`src/rtl/uart_tx_pkg.sv`:
```
package uart_tx_pkg;

    typedef struct packed {
        logic       dlab;
        logic       brk;
        logic       stick;
        logic       even;
        logic       par_en;
        logic       two_stop;
        logic [1:0] wlen;
    } line_ctl_t;

    typedef enum logic [2:0] {
        ST_IDLE,
        ST_START,
        ST_DATA,
        ST_PAR,
        ST_STOP
    } tx_state_e;

    localparam logic [1:0] OFS_DIV_LO = 2'd0;
    localparam logic [1:0] OFS_DIV_HI = 2'd1;
    localparam logic [1:0] OFS_CTL    = 2'd3;

    function automatic logic [2:0] last_data_idx(input logic [1:0] wlen);
        return 3'd4 + {1'b0, wlen};
    endfunction

    function automatic logic frame_parity(input line_ctl_t c, input logic [7:0] d);
        logic x;
        x = 1'b0;
        for (int i = 0; i < 8; i++) begin
            if (3'(i) <= last_data_idx(c.wlen)) x = x ^ d[i];
        end
        if (c.stick) return ~c.even;
        return c.even ? x : ~x;
    endfunction

endpackage

```
`src/rtl/uart_tx_regs.sv`:
```
module uart_tx_regs
    import uart_tx_pkg::*;
#(
    parameter int DIV_W = 16
) (
    input  logic             clk,
    input  logic             rst,
    input  logic             we,
    input  logic [1:0]       addr,
    input  logic [7:0]       wdata,
    output logic [7:0]       rdata,
    output line_ctl_t        ctl,
    output logic [DIV_W-1:0] divisor
);
    localparam int HI_W = DIV_W - 8;

    line_ctl_t        ctl_q;
    logic [DIV_W-1:0] div_q;

    always_ff @(posedge clk) begin
        if (rst) begin
            ctl_q <= '0;
            div_q <= '0;
        end else if (we) begin
            if (addr == OFS_CTL) ctl_q <= line_ctl_t'(wdata);
            if (ctl_q.dlab && addr == OFS_DIV_LO) div_q[7:0] <= wdata;
            if (ctl_q.dlab && addr == OFS_DIV_HI) div_q[DIV_W-1:8] <= wdata[HI_W-1:0];
        end
    end

    always_comb begin
        rdata = 8'h00;
        case (addr)
            OFS_CTL:    rdata = 8'(ctl_q);
            OFS_DIV_LO: rdata = ctl_q.dlab ? div_q[7:0] : 8'h00;
            OFS_DIV_HI: rdata = ctl_q.dlab ? 8'(div_q >> 8) : 8'h00;
            default:    rdata = 8'h00;
        endcase
    end

    assign ctl     = ctl_q;
    assign divisor = div_q;

    assert_div_hold_R8: assert property (@(posedge clk) disable iff (rst)
        (we && !ctl_q.dlab && (addr == OFS_DIV_LO || addr == OFS_DIV_HI)) |=> $stable(div_q));

    assert_ctl_write_R11: assert property (@(posedge clk) disable iff (rst)
        (we && addr == OFS_CTL) |=> (8'(ctl_q) == $past(wdata)));

endmodule

```
`src/rtl/uart_tx_baud.sv`:
```
module uart_tx_baud #(
    parameter int DIV_W = 16
) (
    input  logic             clk,
    input  logic             rst,
    input  logic             run,
    input  logic             clear,
    input  logic [DIV_W-1:0] divisor,
    output logic             tick
);
    localparam int CNT_W = DIV_W + 4;

    logic [DIV_W-1:0] div_eff;
    logic [CNT_W-1:0] last;
    logic [CNT_W-1:0] cnt;

    assign div_eff = (divisor == '0) ? DIV_W'(1) : divisor;
    assign last    = {div_eff, 4'b0000} - CNT_W'(1);
    assign tick    = run && !clear && (cnt == last);

    always_ff @(posedge clk) begin
        if (rst || clear || !run) cnt <= '0;
        else if (cnt == last)     cnt <= '0;
        else                      cnt <= cnt + CNT_W'(1);
    end

    assert_no_early_tick_R7: assert property (@(posedge clk) disable iff (rst)
        clear |=> !tick);

endmodule

```
`src/rtl/uart_tx_framer.sv`:
```
module uart_tx_framer
    import uart_tx_pkg::*;
#(
    parameter int DIV_W = 16
) (
    input  logic             clk,
    input  logic             rst,
    input  line_ctl_t        ctl,
    input  logic [DIV_W-1:0] divisor,
    input  logic             in_valid,
    input  logic [7:0]       in_data,
    output logic             in_ready,
    input  logic             tick,
    output logic             baud_run,
    output logic             baud_clear,
    output logic [DIV_W-1:0] div_frame,
    output logic             line
);
    tx_state_e        state;
    line_ctl_t        cfg;
    logic [7:0]       shreg;
    logic             par_q;
    logic [2:0]       cnt;
    logic [DIV_W-1:0] div_q;
    logic             line_q;
    logic             accept;

    assign in_ready   = (state == ST_IDLE) && !ctl.dlab;
    assign accept     = in_valid && in_ready;
    assign baud_run   = (state != ST_IDLE);
    assign baud_clear = accept;
    assign div_frame  = div_q;
    assign line       = line_q;

    always_ff @(posedge clk) begin
        if (rst) begin
            state  <= ST_IDLE;
            cfg    <= '0;
            shreg  <= '0;
            par_q  <= 1'b0;
            cnt    <= '0;
            div_q  <= '0;
            line_q <= 1'b1;
        end else begin
            case (state)
                ST_IDLE: begin
                    if (accept) begin
                        cfg    <= ctl;
                        shreg  <= in_data;
                        par_q  <= frame_parity(ctl, in_data);
                        div_q  <= divisor;
                        cnt    <= '0;
                        line_q <= 1'b0;
                        state  <= ST_START;
                    end
                end
                ST_START: begin
                    if (tick) begin
                        line_q <= shreg[0];
                        shreg  <= shreg >> 1;
                        cnt    <= '0;
                        state  <= ST_DATA;
                    end
                end
                ST_DATA: begin
                    if (tick) begin
                        if (cnt == last_data_idx(cfg.wlen)) begin
                            cnt <= '0;
                            if (cfg.par_en) begin
                                line_q <= par_q;
                                state  <= ST_PAR;
                            end else begin
                                line_q <= 1'b1;
                                state  <= ST_STOP;
                            end
                        end else begin
                            line_q <= shreg[0];
                            shreg  <= shreg >> 1;
                            cnt    <= cnt + 3'd1;
                        end
                    end
                end
                ST_PAR: begin
                    if (tick) begin
                        line_q <= 1'b1;
                        cnt    <= '0;
                        state  <= ST_STOP;
                    end
                end
                ST_STOP: begin
                    if (tick) begin
                        if (cnt == {2'b00, cfg.two_stop}) state <= ST_IDLE;
                        else                               cnt   <= cnt + 3'd1;
                    end
                end
                default: state <= ST_IDLE;
            endcase
        end
    end

    assert_start_low_R10: assert property (@(posedge clk) disable iff (rst)
        accept |=> (!line_q && state == ST_START));

    assert_idle_high_R10: assert property (@(posedge clk) disable iff (rst)
        (state == ST_IDLE) |-> line_q);

    assert_stop_high_R3: assert property (@(posedge clk) disable iff (rst)
        (state == ST_STOP) |-> line_q);

    assert_parity_slot_R4: assert property (@(posedge clk) disable iff (rst)
        (state == ST_PAR) |-> cfg.par_en);

endmodule

```
`src/rtl/uart_stick_tx.sv`:
```
module uart_stick_tx
    import uart_tx_pkg::*;
#(
    parameter int DIV_W = 16
) (
    input  logic       clk,
    input  logic       rst,
    input  logic       bus_we,
    input  logic [1:0] bus_addr,
    input  logic [7:0] bus_wdata,
    output logic [7:0] bus_rdata,
    input  logic       tx_valid,
    input  logic [7:0] tx_data,
    output logic       tx_ready,
    output logic       txd
);
    line_ctl_t        ctl;
    logic [DIV_W-1:0] divisor;
    logic [DIV_W-1:0] div_frame;
    logic             tick;
    logic             baud_run;
    logic             baud_clear;
    logic             line;

    uart_tx_regs #(.DIV_W(DIV_W)) u_regs (
        .clk     (clk),
        .rst     (rst),
        .we      (bus_we),
        .addr    (bus_addr),
        .wdata   (bus_wdata),
        .rdata   (bus_rdata),
        .ctl     (ctl),
        .divisor (divisor)
    );

    uart_tx_baud #(.DIV_W(DIV_W)) u_baud (
        .clk     (clk),
        .rst     (rst),
        .run     (baud_run),
        .clear   (baud_clear),
        .divisor (div_frame),
        .tick    (tick)
    );

    uart_tx_framer #(.DIV_W(DIV_W)) u_framer (
        .clk        (clk),
        .rst        (rst),
        .ctl        (ctl),
        .divisor    (divisor),
        .in_valid   (tx_valid),
        .in_data    (tx_data),
        .in_ready   (tx_ready),
        .tick       (tick),
        .baud_run   (baud_run),
        .baud_clear (baud_clear),
        .div_frame  (div_frame),
        .line       (line)
    );

    assign txd = ctl.brk ? 1'b0 : line;

    assert_ready_blocked_R8: assert property (@(posedge clk) disable iff (rst)
        ($past(bus_we) && $past(bus_addr) == OFS_CTL && $past(bus_wdata[7])) |-> !tx_ready);

endmodule

```
`config.mk`:
```
export PLATFORM = sky130hd
export DESIGN_NAME = uart_stick_tx
export DESIGN_NICKNAME = d
export VERILOG_FILES = /design/src/rtl/uart_tx_pkg.sv /design/src/rtl/uart_tx_regs.sv /design/src/rtl/uart_tx_baud.sv /design/src/rtl/uart_tx_framer.sv /design/src/rtl/uart_stick_tx.sv
export SDC_FILE = /design/constraint.sdc
export NUM_CORES = 1
export LEC_CHECK = 0
export ABC_AREA = 1
export BUFFER_PORTS_ARGS = -buffer_cell sky130_fd_sc_hd__buf_2
export CELL_PAD_IN_SITES_DETAIL_PLACEMENT = 1
export CELL_PAD_IN_SITES_GLOBAL_PLACEMENT = 1
export CORE_MARGIN = 4
export CORE_UTILIZATION = 44
export CTS_CLUSTER_DIAMETER = 120
export DETAILED_ROUTE_END_ITERATION = 8
export PLACE_DENSITY_LB_ADDON = 0.1
export SYNTH_ARGS = -nofsm -noshare
export SYNTH_HDL_FRONTEND = slang
export SYNTH_SLANG_ARGS = --single-unit
```
`constraint.sdc`:
```
create_clock -name clk -period 3.1 [get_ports clk]
set_input_delay 0.775 -clock clk [delete_from_list [all_inputs] [get_ports clk]]
set_output_delay 0.775 -clock clk [all_outputs]
set_load 0.05 [all_outputs]
```
## After elaboration in Yosys (flattened, before gate mapping)

Cells that the tools add are included.

| storage, ports and cells | value |
|---|---|
| register bits after elaboration | 80 |
| word-level logic and storage cells | 160 |

| cells by class | value |
|---|---|
| add/subtract/negate cells | 5 |
| magnitude comparators | 8 |
| equal/unequal tests | 19 |
| mux-type cells | 72 |
| bitwise gates (word level) | 9 |
| reductions and logical operators | 28 |

Operators with widths:

| kind | number |
|---|---|
| 8-bit 2-to-1 mux | 6 |
| 8-bit one-hot mux with 3 select lines | 2 |
| 1-bit 2-to-1 mux | 46 |
| 3-bit 2-to-1 mux | 14 |
| 20-bit by 1-bit adder with 20-bit output (second input constant) | 1 |
| 20-bit equality test | 1 |
| 20-bit by 1-bit subtractor with 20-bit output (second input constant) | 1 |
| 16-bit zero test | 1 |
| 16-bit 2-to-1 mux | 1 |
| 3-bit one-hot mux with 5 select lines | 1 |
| 2-bit inequality test (second input constant) | 7 |
| 3-bit <= comparator (first input constant) | 4 |
| 3-bit one-hot mux with 4 select lines | 1 |
| 5-bit AND reduction | 2 |
| 2-bit AND reduction | 4 |
| 4-bit nonzero test | 2 |
| 7-bit AND reduction | 1 |
| 1-bit XOR | 7 |
| 3-bit by 2-bit adder with 3-bit output (first input constant) | 2 |
| 3-bit by 2-bit equality test with 1-bit output (second input constant) | 2 |
| 1-bit by 3-bit <= comparator with 1-bit output (first input constant) | 2 |
| 2-bit by 3-bit <= comparator with 1-bit output (first input constant) | 2 |
| 1-bit logical AND | 6 |
| 2-bit by 1-bit inequality test with 1-bit output (second input constant) | 3 |
| other kinds (16) | 22 |

## Logic depth before layout (Yosys ltp)

Gate-level depths: netlist of the first run.

| depth | value |
|---|---|
| word-level depth | 44 |
| mapped depth | 23 |

## Modules after synthesis

A second synthesis of the first run with hierarchy kept.

| second synthesis, totals | value |
|---|---|
| cell total of the unflattened synthesis | 712 |
| area, all modules | 4713.3 sq um |

By module, submodules not included:

| module | instances | cells each | area each (sq um) |
|---|---|---|---|
| uart_tx_framer | 1 | 264 | 1830.5 |
| uart_tx_baud | 1 | 243 | 1631.6 |
| uart_tx_regs | 1 | 203 | 1241.2 |
| uart_stick_tx | 1 | 2 | 10.0 |

## Worst setup path before layout of the first run

OpenSTA, ideal clock, no wires.

| timing | value |
|---|---|
| path kind | in2out |
| from | input bus_addr[1] |
| to | output bus_rdata[6] |
| arrival | 2.155 ns |
| required time | 2.325 ns |
| setup slack | 0.170 ns |
| stages on the path | 3 |
| buffers on the path | 0 |
| cells stage by stage | nor2_1 > nand2_1 > o21ai_0 |

| between the ends | value |
|---|---|
| word-level cells in the longest chain between the ends | 2 |
| elaborated cells between the ends (all ways) | 4 |
| classes of those cells | eq/ne: 2; mux: 1; reduce/logical: 1 |

RTL lines:

| item | line | RTL |
|---|---|---|
| start: declaration | uart_stick_tx.sv:9 | `input logic [1:0] bus_addr,` |
| 2-bit by 1-bit equality test with 1-bit output (tied with other cells) | uart_tx_regs.sv:33 | `case (addr)` |
| 8-bit one-hot mux with 3 select lines * | uart_tx_regs.sv:33 |  |
| end: declaration | uart_stick_tx.sv:11 | `output logic [7:0] bus_rdata,` |

Every way passes the cells marked *; elsewhere a longest branch is shown, timed or not.

## Final worst setup path of the first run

| timing | value |
|---|---|
| from | register u_framer.div_q[9], in the netlist u_framer.div_frame[9] |
| to | register u_framer.state[2] |

| between the ends | value |
|---|---|
| word-level cells in the longest chain between the ends | 7 |
| elaborated cells between the ends (all ways) | 10 |
| classes of those cells | add/sub: 1; eq/ne: 5; mux: 1; reduce/logical: 3 |

RTL lines:

| item | line | RTL |
|---|---|---|
| start: declaration | uart_tx_framer.sv:24 | `logic [DIV_W-1:0] div_q;` |
| start signal: assignment | uart_tx_framer.sv:51 | `div_q <= divisor;` |
| 16-bit zero test | uart_tx_baud.sv:17 | `assign div_eff = (divisor == '0) ? DIV_W'(1) : divisor;` |
| 16-bit 2-to-1 mux * | uart_tx_baud.sv:17 |  |
| 20-bit by 1-bit subtractor with 20-bit output * | uart_tx_baud.sv:18 | `assign last = {div_eff, 4'b0000} - CNT_W'(1);` |
| 20-bit equality test * | uart_tx_baud.sv:19 | `assign tick = run && !clear && (cnt == last);` |
| 1-bit logical AND * | uart_tx_baud.sv:19 |  |
| 2-bit inequality test (no source line) | - |  |
| 7-bit AND reduction (no source line) * | - |  |
| end signal: assignment | uart_tx_framer.sv:37 | `state <= ST_IDLE;` |
| end signal: assignment | uart_tx_framer.sv:54 | `state <= ST_START;` |
| end signal: assignment | uart_tx_framer.sv:62 | `state <= ST_DATA;` |
| end: declaration | uart_tx_framer.sv:19 | `tx_state_e state;` |

Marks and branches as above.
A chain may end at the register's enable or synchronous reset.

==> impl_metrics.toml, run 1 <==
[clocking]
cts_tree = "yes"
htreeDepth = 3
clockBufferDepth = 2
cts_hold_buf = 0
insertion_delay_ps = 360
clockRootBuffer = "clkbuf_8"
cts.sinks = 80
clk_pin_slew_worst_paths_ps = 80
cts_made_buffers = 9

[cells_and_area]
layout_common_cells = "109 x nand2_1, 72 x dfxtp_1, 71 x a21oi_1"
instances_no_fill = 761
register_area_um2 = 1612
multi_input_area_um2 = 2256
fin_nets = 652
fillers = 1221
fin_util_pct = 50.86
final_common_cell = "nand2_1"
drive_gt1_share_pct = 15.35
syn2layout_area_growth_pct = 12.59
antennaDiodeCount = 0

[synthesis]
yosys_warnings = 0
syn-num-nets = 616
synthDistinctLibCells = 38
ys_ff_latch = 80
syn_inst = 591
avgSynthCellArea_um2 = 7.063
synth_top_area_cell = "dfxtp_1"
synth_top_cell_area_share_pct = 38.37
synth_ff_type = "dfxtp_1"
synth-async-reset-ratio_pct = 0
syn_area_um2 = 4174
ys_seq_area_share_pct = 38.37
synth_edf_count = 0
ys_top_cells_by_area = "dfxtp_1 38%, nand2_1 9.9%, a21oi_1 8.5%"

[sta]
drv_slew = 0
slew_headroom_pct = 41.11
fin_ws_ps = 271.4
finalCritPeriodShare_pct = 91.24
tightest_slew_ps = 882.4
max_freq_mhz = 353.5
post-route-min-period_ps = 2829
hold_violations = 0
skew_ps = 16.45
hold_ws_ps = 455.7
setup_violations = 0

[routing]
drtIter0Drc = 162
wl_per_cell_um = 15.38
met3_length_um = 322
num_vias = 3999
drc = 0
routed.top_layer = "met4"
drt_pass1_iterations = 4
drt_wl_total_um = 11700
route.antenna.remaining_nets = 0
wl_met1_um = 5802
vias_per_cell = 5.255
wl_met2_um = 5338

[worst_setup_path]
path_cells = "nor2_1 -> nand2_1 -> nor2_1 -> nand2_2 -> nand2_1 -> inv_1 -> ha_1 -> nand2_2 -> nor2_2 -> nand2_1 -> nand2_1 -> nand2_1 -> nand2_1 -> nand2_1 -> nor2_1 -> nand3_1 -> nor2_2 -> nand2_4 -> nand2_1 -> nand2_1 -> o21ai_0 -> a21oi_1"
critical_path_class = "register to register"
crit_end = "u_framer.state[2]$_SDFFE_PP0P_"
path_max_fanout = 7
arrival_ps = 3070
required_ps = 3340
crit_start = "u_framer.div_frame[9]$_SDFFE_PP0P_"
ff2ff_path_depth = 22
reg2reg_to = "u_framer.state[2]$_SDFFE_PP0P_"
cp-start-kind = "register"
r2r_slack_ps = 270
slowest_stage = "dfxtp_1"
endpoint_kind = "register"
cpMostUsedCell = "nand2_1"
r2r-start = "u_framer.div_frame[9]$_SDFFE_PP0P_"
slowest_delay_ps = 400

[place]
port-buffer-count = 31
post-place-ws_ps = 205.2
post-place-cells = 739
place.gp.congestion = 0.8855
dpl.hpwl_um = 9006

[global_routing]
grt_overflow_total = 0
grt_max_degree = 36
grt_pass1_wl_um = 19710
antenna_found_initial = 0
grt_pass1_vias = 4011
track_usage_pct = 21.64

[power_and_ir_drop]
p_per_area_nw_per_um2 = 755.8
ir_worst_vdd_uv = 340.6
total_power_w = 0.003552
p_leak_nw = 1.852

[floorplanning]
start_util_pct = 45.17
core-area_um2 = 9240
rows = 35
die_w_um = 105.4
design.die.area_um2 = 11110
die_h_um = 105.4
pin_count = 32

[min_path]
hold_class = "register to register"

[status]
run_status = "complete, no violations"

[flow_run]
cap_violations = 0
-- kinds of logic after synthesis --
| logic type | Yosys count | synth area share [%] |
|---|---|---|
| AND/OR/NAND/NOR | 254 | 28.12 |
| AO/OA/AOI/OAI | 133 | 16.91 |
| buffers and inverters | 87 | 7.884 |
| flip-flops | 80 | 38.37 |
| XOR/XNOR | 28 | 6.205 |
| multiplexers | 6 | 1.619 |
| adder cells (fa/ha/maj) | 3 | 0.8994 |
-- critical path, delay by kind of cell, from the launching register on --
kind,cells,cell delay (ps)
buffers and inverters,1,60
adders and majority gates,1,200
DFF,1,400
and+or+nand+nor,18,1770
AOI/OAI and AO/OA,2,300
-- sequential cells by signal, summed over array words and instances (netlist names) --
signal and cells:
u_baud.cnt 20, u_framer.div_frame 16, u_regs.divisor 16, u_framer.shreg 8, u_regs.ctl 8, u_framer.cfg 4
u_framer.cnt 3, u_framer.state 3, u_framer.line 1, u_framer.par_q 1
-- timing repair --
action / 4_1_cts / 5_1_grt
resized for setup: 0 / 13
endpoints found under the setup margin: 0 / 34
setup buffers: 0 / 6
-- routing by layer --
layer | global-route usage, % | up-vias
met5 | 0 | -
met4 | 7.498 | 0
met3 | 4.042 | 17
met2 | 34.43 | 59
met1 | 29.36 | 1898
li1 | - | 2025
-- where the power goes --
group / leakage (nW) / internal (W) / switching [W]
Combinational: 1.12 / 0.000559 / 0.00102
Sequential: 0.654 / 0.00117 / 0.000110
Clock: 0.0830 / 0.000315 / 0.000384
Total: 1.85 / 0.00204 / 0.00151
-- worst min-delay path by stage --
stage / to / start / slack, ps / cells after the start
5_1_grt: u_baud.cnt[0]$_SDFF_PP0_ / u_baud.cnt[0]$_SDFF_PP0_ / 480 / 1
3_5_place_dp: u_baud.cnt[0]$_SDFF_PP0_ / u_baud.cnt[0]$_SDFF_PP0_ / 450 / 1
4_1_cts: u_baud.cnt[0]$_SDFF_PP0_ / u_baud.cnt[0]$_SDFF_PP0_ / 460 / 1
3_3_place_gp: u_baud.cnt[0]$_SDFF_PP0_ / u_baud.cnt[0]$_SDFF_PP0_ / 430 / 1
6_report: u_baud.cnt[0]$_SDFF_PP0_ / u_baud.cnt[0]$_SDFF_PP0_ / 460 / 1
2_1_floorplan: u_baud.cnt[0]$_SDFF_PP0_ / u_baud.cnt[0]$_SDFF_PP0_ / 420 / 1
-- area by class of cell --
cell class                 instances  share of cell area [%]
multi-input combinational        424                   48.00
sequential                        80                   34.29
inverter                          71                   5.671
timing repair buffer              41                   4.899
tap                              129                   3.435
clock buffer                      12                   3.088
clock inverter                     4                  0.6124
-- Yosys cell counts, types with 3 or more instances --
master    number
dfxtp_1       80
clkbuf_1      13
ha_1           3
nor3b_1        3
inv_1         69
a21oi_1       71
nand3_1       40
nor2_1        54
or2_2          3
xnor2_1       10
o221ai_1       7
mux2_2         6
nand2_2        5
nand4_1       12
nand2_1      110
xor2_1        17
o21ai_1        3
o21ai_0       46
nor2_2         6
nor3_1         9
-- metrics by stage --
step           instance area [um2]  TNS (ps)
2_1_floorplan                 4174         0
3_3_place_gp                  4458         0
3_5_place_dp                  4458         0
4_1_cts                       4632         0
5_1_grt                       4700    -19.03
6_report                      4700         0
(Power assumes the default switching activity.)
==> inputs of run 2 (changes only) <==
--- a/config.mk
+++ b/config.mk
@@ -13,6 +13,7 @@
 export CORE_UTILIZATION = 44
 export CTS_CLUSTER_DIAMETER = 120
 export DETAILED_ROUTE_END_ITERATION = 8
+export GPL_TIMING_DRIVEN = 0
 export PLACE_DENSITY_LB_ADDON = 0.1
 export SYNTH_ARGS = -nofsm -noshare
 export SYNTH_HDL_FRONTEND = slang
==> run 2 against run 1 <==
Register-to-register slack worse by 120 ps. Maximum frequency shrank 4.2%. Combinational power down 3%. Final area rose by 1.4%. Sequential share of layout area is 0.61 points lower. Sequential cell count unchanged. First-iteration DRC count decreased by 11%. Final cell count grew 1.1%. Clock skew decreased by 9.2 ps. Global-route usage increased by 0.57 points. Setup slack got worse by 120 ps. Count of clock-buffer cells in the layout is 3 lower. Critical endpoint is now u_framer.shreg[5]$_SDFFE_PP0P_.
==> impl_metrics.toml, run 2 (synthesis results as in run 1) <==
[status]
run_status = "complete, no violations"

[routing]
vias_per_cell = 5.312
wl_per_cell_um = 15.46
drc = 0
num_vias = 4085
drt_wl_total_um = 11890
drt_pass1_iterations = 4
drtIter0Drc = 144
route.antenna.remaining_nets = 0

[worst_setup_path]
path_max_fanout = 8
cp-start-kind = "register"
required_ps = 3310
critical_path_class = "register to register"
endpoint_kind = "register"
r2r_slack_ps = 150
arrival_ps = 3160
reg2reg_to = "u_framer.shreg[5]$_SDFFE_PP0P_"
cpMostUsedCell = "nand2_1"
slowest_delay_ps = 350
slowest_stage = "dfxtp_1"
ff2ff_path_depth = 21
path_cells = "nor2_2 -> nand2_2 -> nor2_1 -> nand2_2 -> nand2_1 -> inv_1 -> ha_1 -> nand2_2 -> inv_2 -> nand2_1 -> nand3_1 -> nand2_1 -> nand2_1 -> nor2_1 -> nand3_1 -> nor2_2 -> nand2_4 -> nand2_4 -> nand3_4 -> nand2_1 -> a21oi_1"
r2r-start = "u_framer.div_frame[4]$_SDFFE_PP0P_"

[clocking]
insertion_delay_ps = 350
cts_made_buffers = 9
cts.sinks = 80
clk_pin_slew_worst_paths_ps = 90
htreeDepth = 3
cts_tree = "yes"
clockBufferDepth = 2
clockRootBuffer = "clkbuf_8"

[cells_and_area]
syn2layout_area_growth_pct = 14.18
final_common_cell = "nand2_1"
antennaDiodeCount = 0
fin_nets = 660
fillers = 1227
largest_register_ffs = 20
regMostFlops = "u_baud.cnt"
layout_common_cells = "110 x nand2_1, 77 x dfxtp_1, 71 x a21oi_1"
drive_gt1_share_pct = 13.75

[sta]
drv_slew = 0
slew_headroom_pct = 49.21
tightest_slew_ps = 756.8
skew_ps = 7.236
finalCritPeriodShare_pct = 95.26
tns_ps = 0
hold_violations = 0
setup_violations = 0
hold_ws_ps = 454.6
max_freq_mhz = 338.6
rsz0062_at_grt = "true"
post-route-min-period_ps = 2953

[min_path]
whs_path_depth = 1
hold_class = "register to register"
holdPathEnd = "u_baud.cnt[0]$_SDFF_PP0_"
hold_path.startpoint = "u_baud.cnt[0]$_SDFF_PP0_"

[global_routing]
grt_overflow_total = 0
track_usage_pct = 22.22
grt_pass1_vias = 4261
antenna_found_initial = 0
grt_pass1_wl_um = 20300
grt_max_degree = 15

[floorplanning]
die_h_um = 105.4
start_util_pct = 45.17
die_w_um = 105.4
pin_count = 32
core-area_um2 = 9240
design.die.area_um2 = 11110
rows = 35

[place]
dpl.hpwl_um = 9118
port-buffer-count = 30
place.gp.congestion = 0.8706

[power_and_ir_drop]
ir_worst_vdd_uv = 311.7
p_per_area_nw_per_um2 = 787.9
p_leak_nw = 1.872
total_power_w = 0.003755

[flow_run]
cap_violations = 0
[run 2: cell types whose count changed in the layout (fill, tap and decap cells not counted), sizes merged]
| cell | previous run | this run |
|---|---|---|
| bufinv | 0 | 3 |
| clkbuf | 12 | 22 |
| buf | 41 | 36 |
[run 2: critical path, delay by kind of cell (launching register included)]
| family | cells | cell delay (ps) |
|---|---|---|
| AND/OR/NAND/NOR | 17 | 2070 |
| flip-flops | 1 | 350 |
| adder cells (fa/ha/maj) | 1 | 230 |
| buffers and inverters | 2 | 100 |
| AO/OA/AOI/OAI | 1 | 70 |
[run 2: metrics by stage]
stage | cells | worst slack [ps] | instance area (um2) | utilization (%)
CTS | 766 | 112.7 | 4728 | 51.17
floorplan | 591 | 170.3 | 4174 | -
finish | 769 | 147.0 | 4766 | 51.58
detailed placement | 750 | 106.6 | 4486 | 48.54
global route | 769 | -156.0 | 4766 | 51.58
global placement | 750 | 136.8 | 4486 | 48.54
[run 2: metal layers]
metal | track usage, % | wire [um] | vias to the layer above
li1 | - | - | 2042
met1 | 29.29 | 5634 | 1933
met2 | 37.57 | 5616 | 88
met3 | 2.756 | 380 | 22
met4 | 7.310 | 257 | 0
met5 | 0 | 0 | -
[run 2: worst max path at each step]
stage | slack [ps] | start | to
6_report | 150 | u_framer.div_frame[4]$_SDFFE_PP0P_ | u_framer.shreg[5]$_SDFFE_PP0P_
3_5_place_dp | 110 | bus_addr[0] | bus_rdata[2]
2_1_floorplan | 170 | bus_addr[1] | bus_rdata[6]
4_1_cts | 110 | bus_addr[0] | bus_rdata[2]
5_1_grt | -160 | u_framer.div_frame[4]$_SDFFE_PP0P_ | u_framer.shreg[3]$_SDFFE_PP0P_
3_3_place_gp | 140 | bus_addr[0] | bus_rdata[3]
[run 2: repair_timing]
item,in CTS,in global routing
setup endpoints to repair,0,36
buffers inserted,0,3
hold buffers,0,0
gates resized for setup,0,8
[run 2: power by group]
group	switching (W)	leakage (nW)	internal (W)	total [W]
combinational	0.00102	1.10	0.000526	0.00154
clock	0.000402	0.116	0.000536	0.000938
sequential	0.000111	0.652	0.00116	0.00127
[run 2: final cells by class]
type / count / area [um2] / share of cell area (%)
sequential: 80 / 1605 / 33.68
multi-input combinational: 424 / 2253 / 47.28
clock inverter: 7 / 118.9 / 2.494
tap: 129 / 161.4 / 3.387
timing repair buffer: 33 / 172.7 / 3.623
buffer: 16 / 63.81 / 1.339
inverter: 71 / 266.5 / 5.592
clock buffer: 9 / 123.9 / 2.599
==> inputs of run 3 (changes only) <==
--- a/config.mk
+++ b/config.mk
@@ -9,12 +9,14 @@
 export BUFFER_PORTS_ARGS = -buffer_cell sky130_fd_sc_hd__buf_2
 export CELL_PAD_IN_SITES_DETAIL_PLACEMENT = 1
 export CELL_PAD_IN_SITES_GLOBAL_PLACEMENT = 1
+export CORE_ASPECT_RATIO = 0.6
 export CORE_MARGIN = 4
 export CORE_UTILIZATION = 44
 export CTS_CLUSTER_DIAMETER = 120
 export DETAILED_ROUTE_END_ITERATION = 8
 export GPL_TIMING_DRIVEN = 0
 export PLACE_DENSITY_LB_ADDON = 0.1
+export SLEW_MARGIN = 15
 export SYNTH_ARGS = -nofsm -noshare
 export SYNTH_HDL_FRONTEND = slang
 export SYNTH_SLANG_ARGS = --single-unit
==> run 3 against run 2 <==
Final area rose by 1.7%. Maximum frequency up 1.0%. Highest routed layer unchanged. Power up 7.6%. Combinational power rose by 4%. Non-clock buffer count down 1. Register-to-register slack improved by 50 ps. Sequential cell count unchanged. Die area grew 0.46%. Sequential power barely moved. Wire length rose by 7.1%. Critical path type is now input pin to output port. Clock skew barely moved. Count of clock-buffer cells in the layout up 2.
==> impl_metrics.toml, run 3 (synthesis results as in run 1) <==
[status]
run_status = "complete, no violations"

[sta]
hold_violations = 0
hold_ws_ps = 453.8
drv_slew = 0
tightest_slew_ps = 747.5
finalCritPeriodShare_pct = 94.32
skew_ps = 6.941
setup_violations = 0
post-route-min-period_ps = 2924
slew_headroom_pct = 49.83
max_freq_mhz = 342.0

[floorplanning]
rows = 27
design.die.area_um2 = 11160
die_h_um = 83.45
core-area_um2 = 9223
pin_count = 32
die_w_um = 133.7
start_util_pct = 45.26

[worst_setup_path]
slowest_stage = "nor2_1"
slowest_delay_ps = 360
arrival_ps = 2150
cp-start-kind = "input pin"
path_cells = "buf_2 -> nand2_1 -> nor2_1 -> clkbuf_2 -> nand2_1 -> o221ai_1 -> buf_2"
required_ps = 2320
critical_path_class = "input pin to output port"
path_max_fanout = 10
endpoint_kind = "output port"

[cells_and_area]
design_area_um2 = 4846
fillers = 1214
fin_nets = 659
syn2layout_area_growth_pct = 16.10
register_area_um2 = 1602
final_common_cell = "nand2_1"
antennaDiodeCount = 0
instances_no_fill = 769
multi_input_area_um2 = 2263
drive_gt1_share_pct = 12.99
largest_register_ffs = 20
layout_common_cells = "110 x nand2_1, 80 x dfxtp_1, 71 x a21oi_1"
regMostFlops = "u_baud.cnt"

[place]
place.gp.congestion = 0.8453
post-place-cells = 751
placed_cell_area_um2 = 4487
dpl.hpwl_um = 9813
port-buffer-count = 30

[global_routing]
use_met1_pct = 34.71
antenna_found_initial = 0
grt-busiest-layer = "met2"
grt_pass1_vias = 4143
grt_overflow_total = 0
grt_pass1_wl_um = 21370
met2_usage_pct = 35.59
met3_usage_pct = 5.266
grt_max_degree = 14
track_usage_pct = 23.76

[routing]
num_vias = 4101
drtIter0Drc = 256
drt_pass1_iterations = 4
wl_per_cell_um = 16.56
vias_per_cell = 5.333
drc = 0
drt_wl_total_um = 12740
route.antenna.remaining_nets = 0

[power_and_ir_drop]
ir_worst_vdd_uv = 331.6
pwr-share-clk_pct = 28.9
switching_share_pct = 40.21
combPwrFrac_pct = 39.6
p_leak_nw = 1.906
p_per_area_nw_per_um2 = 833.4
p_sw_w = 0.001624
p_int_w = 0.002415
seqPwrFrac_pct = 31.5

[clocking]
clockBufferDepth = 2
cts_tree = "yes"
cts_made_buffers = 9
insertion_delay_ps = 340
clockRootBuffer = "clkbuf_16"
clk_pin_slew_worst_paths_ps = 60
htreeDepth = 3
cts.sinks = 80

[min_path]
hold_class = "register to register"

[flow_run]
cap_violations = 0
[run 3: changes by cell type in the layout (fill, tap and decap cells not counted), sizes merged]
cell,previous run,this run
buf,36,35
bufinv,3,2
clkbuf,22,24
inv,72,71
[run 3: worst paths after layout]
| check | startpoint | end | slack [ps] | cells past startpoint |
|---|---|---|---|---|
| setup / recovery | bus_addr[0] | bus_rdata[3] | 180 | 7 |
| hold / removal | u_baud.cnt[0]$_SDFF_PP0_ | u_baud.cnt[0]$_SDFF_PP0_ | 450 | 1 |
| setup reg to reg | u_framer.div_frame[4]$_SDFFE_PP0P_ | u_framer.shreg[5]$_SDFFE_PP0P_ | 200 | 18 |
| hold reg to reg | u_baud.cnt[0]$_SDFF_PP0_ | u_baud.cnt[0]$_SDFF_PP0_ | 450 | 1 |
[run 3: stage by stage]
stage	utilization, %	setup slack (ps)	power (W)	TNS (ps)
after detailed placement	48.65	39.83	0.002813	0
after floorplan	-	170.3	0.002411	0
after CTS	52.15	33.87	0.003982	0
final	52.54	176.2	0.004039	0
after global routing	52.54	-48.55	0.004303	-554.6
after global placement	48.65	64.77	0.002746	0
[run 3: worst max-delay path: cells and delay by family]
family | cells | cell delay, ps
compound gates | 1 | 110
buf+inv | 3 | 730
simple gates | 3 | 540
[run 3: cell type report]
cell class                      count  share of cell area, %
Inverter                           71                  5.500
Clock inverter                      5                  1.652
Buffer                             16                  1.317
Clock buffer                       11                  5.009
Timing Repair Buffer               32                  3.408
Sequential cell                    80                  33.05
Tap cell                          130                  3.357
Multi-Input combinational cell    424                  46.71
[run 3: power groups by stage]
stage          clock, W  sequential (W)  combinational [W]
2_1_floorplan         0         0.00126            0.00116
3_3_place_gp          0         0.00128            0.00147
3_5_place_dp          0         0.00129            0.00152
4_1_cts         0.00118         0.00127            0.00154
5_1_grt         0.00122         0.00129            0.00178
6_report        0.00117         0.00127            0.00160
[run 3: layer usage]
metal / up-vias / share of wire (%)
met1: 1963 / 52
met3: 12 / 5.1
li1: 2049 / -
met2: 77 / 42
met5: - / 0
met4: 0 / 0.78
[run 3: repair_timing]
item                       in CTS  in global routing
buffers inserted                0                  2
resized for setup               0                  9
hold buffers                    0                  0
setup endpoints to repair       0                 42
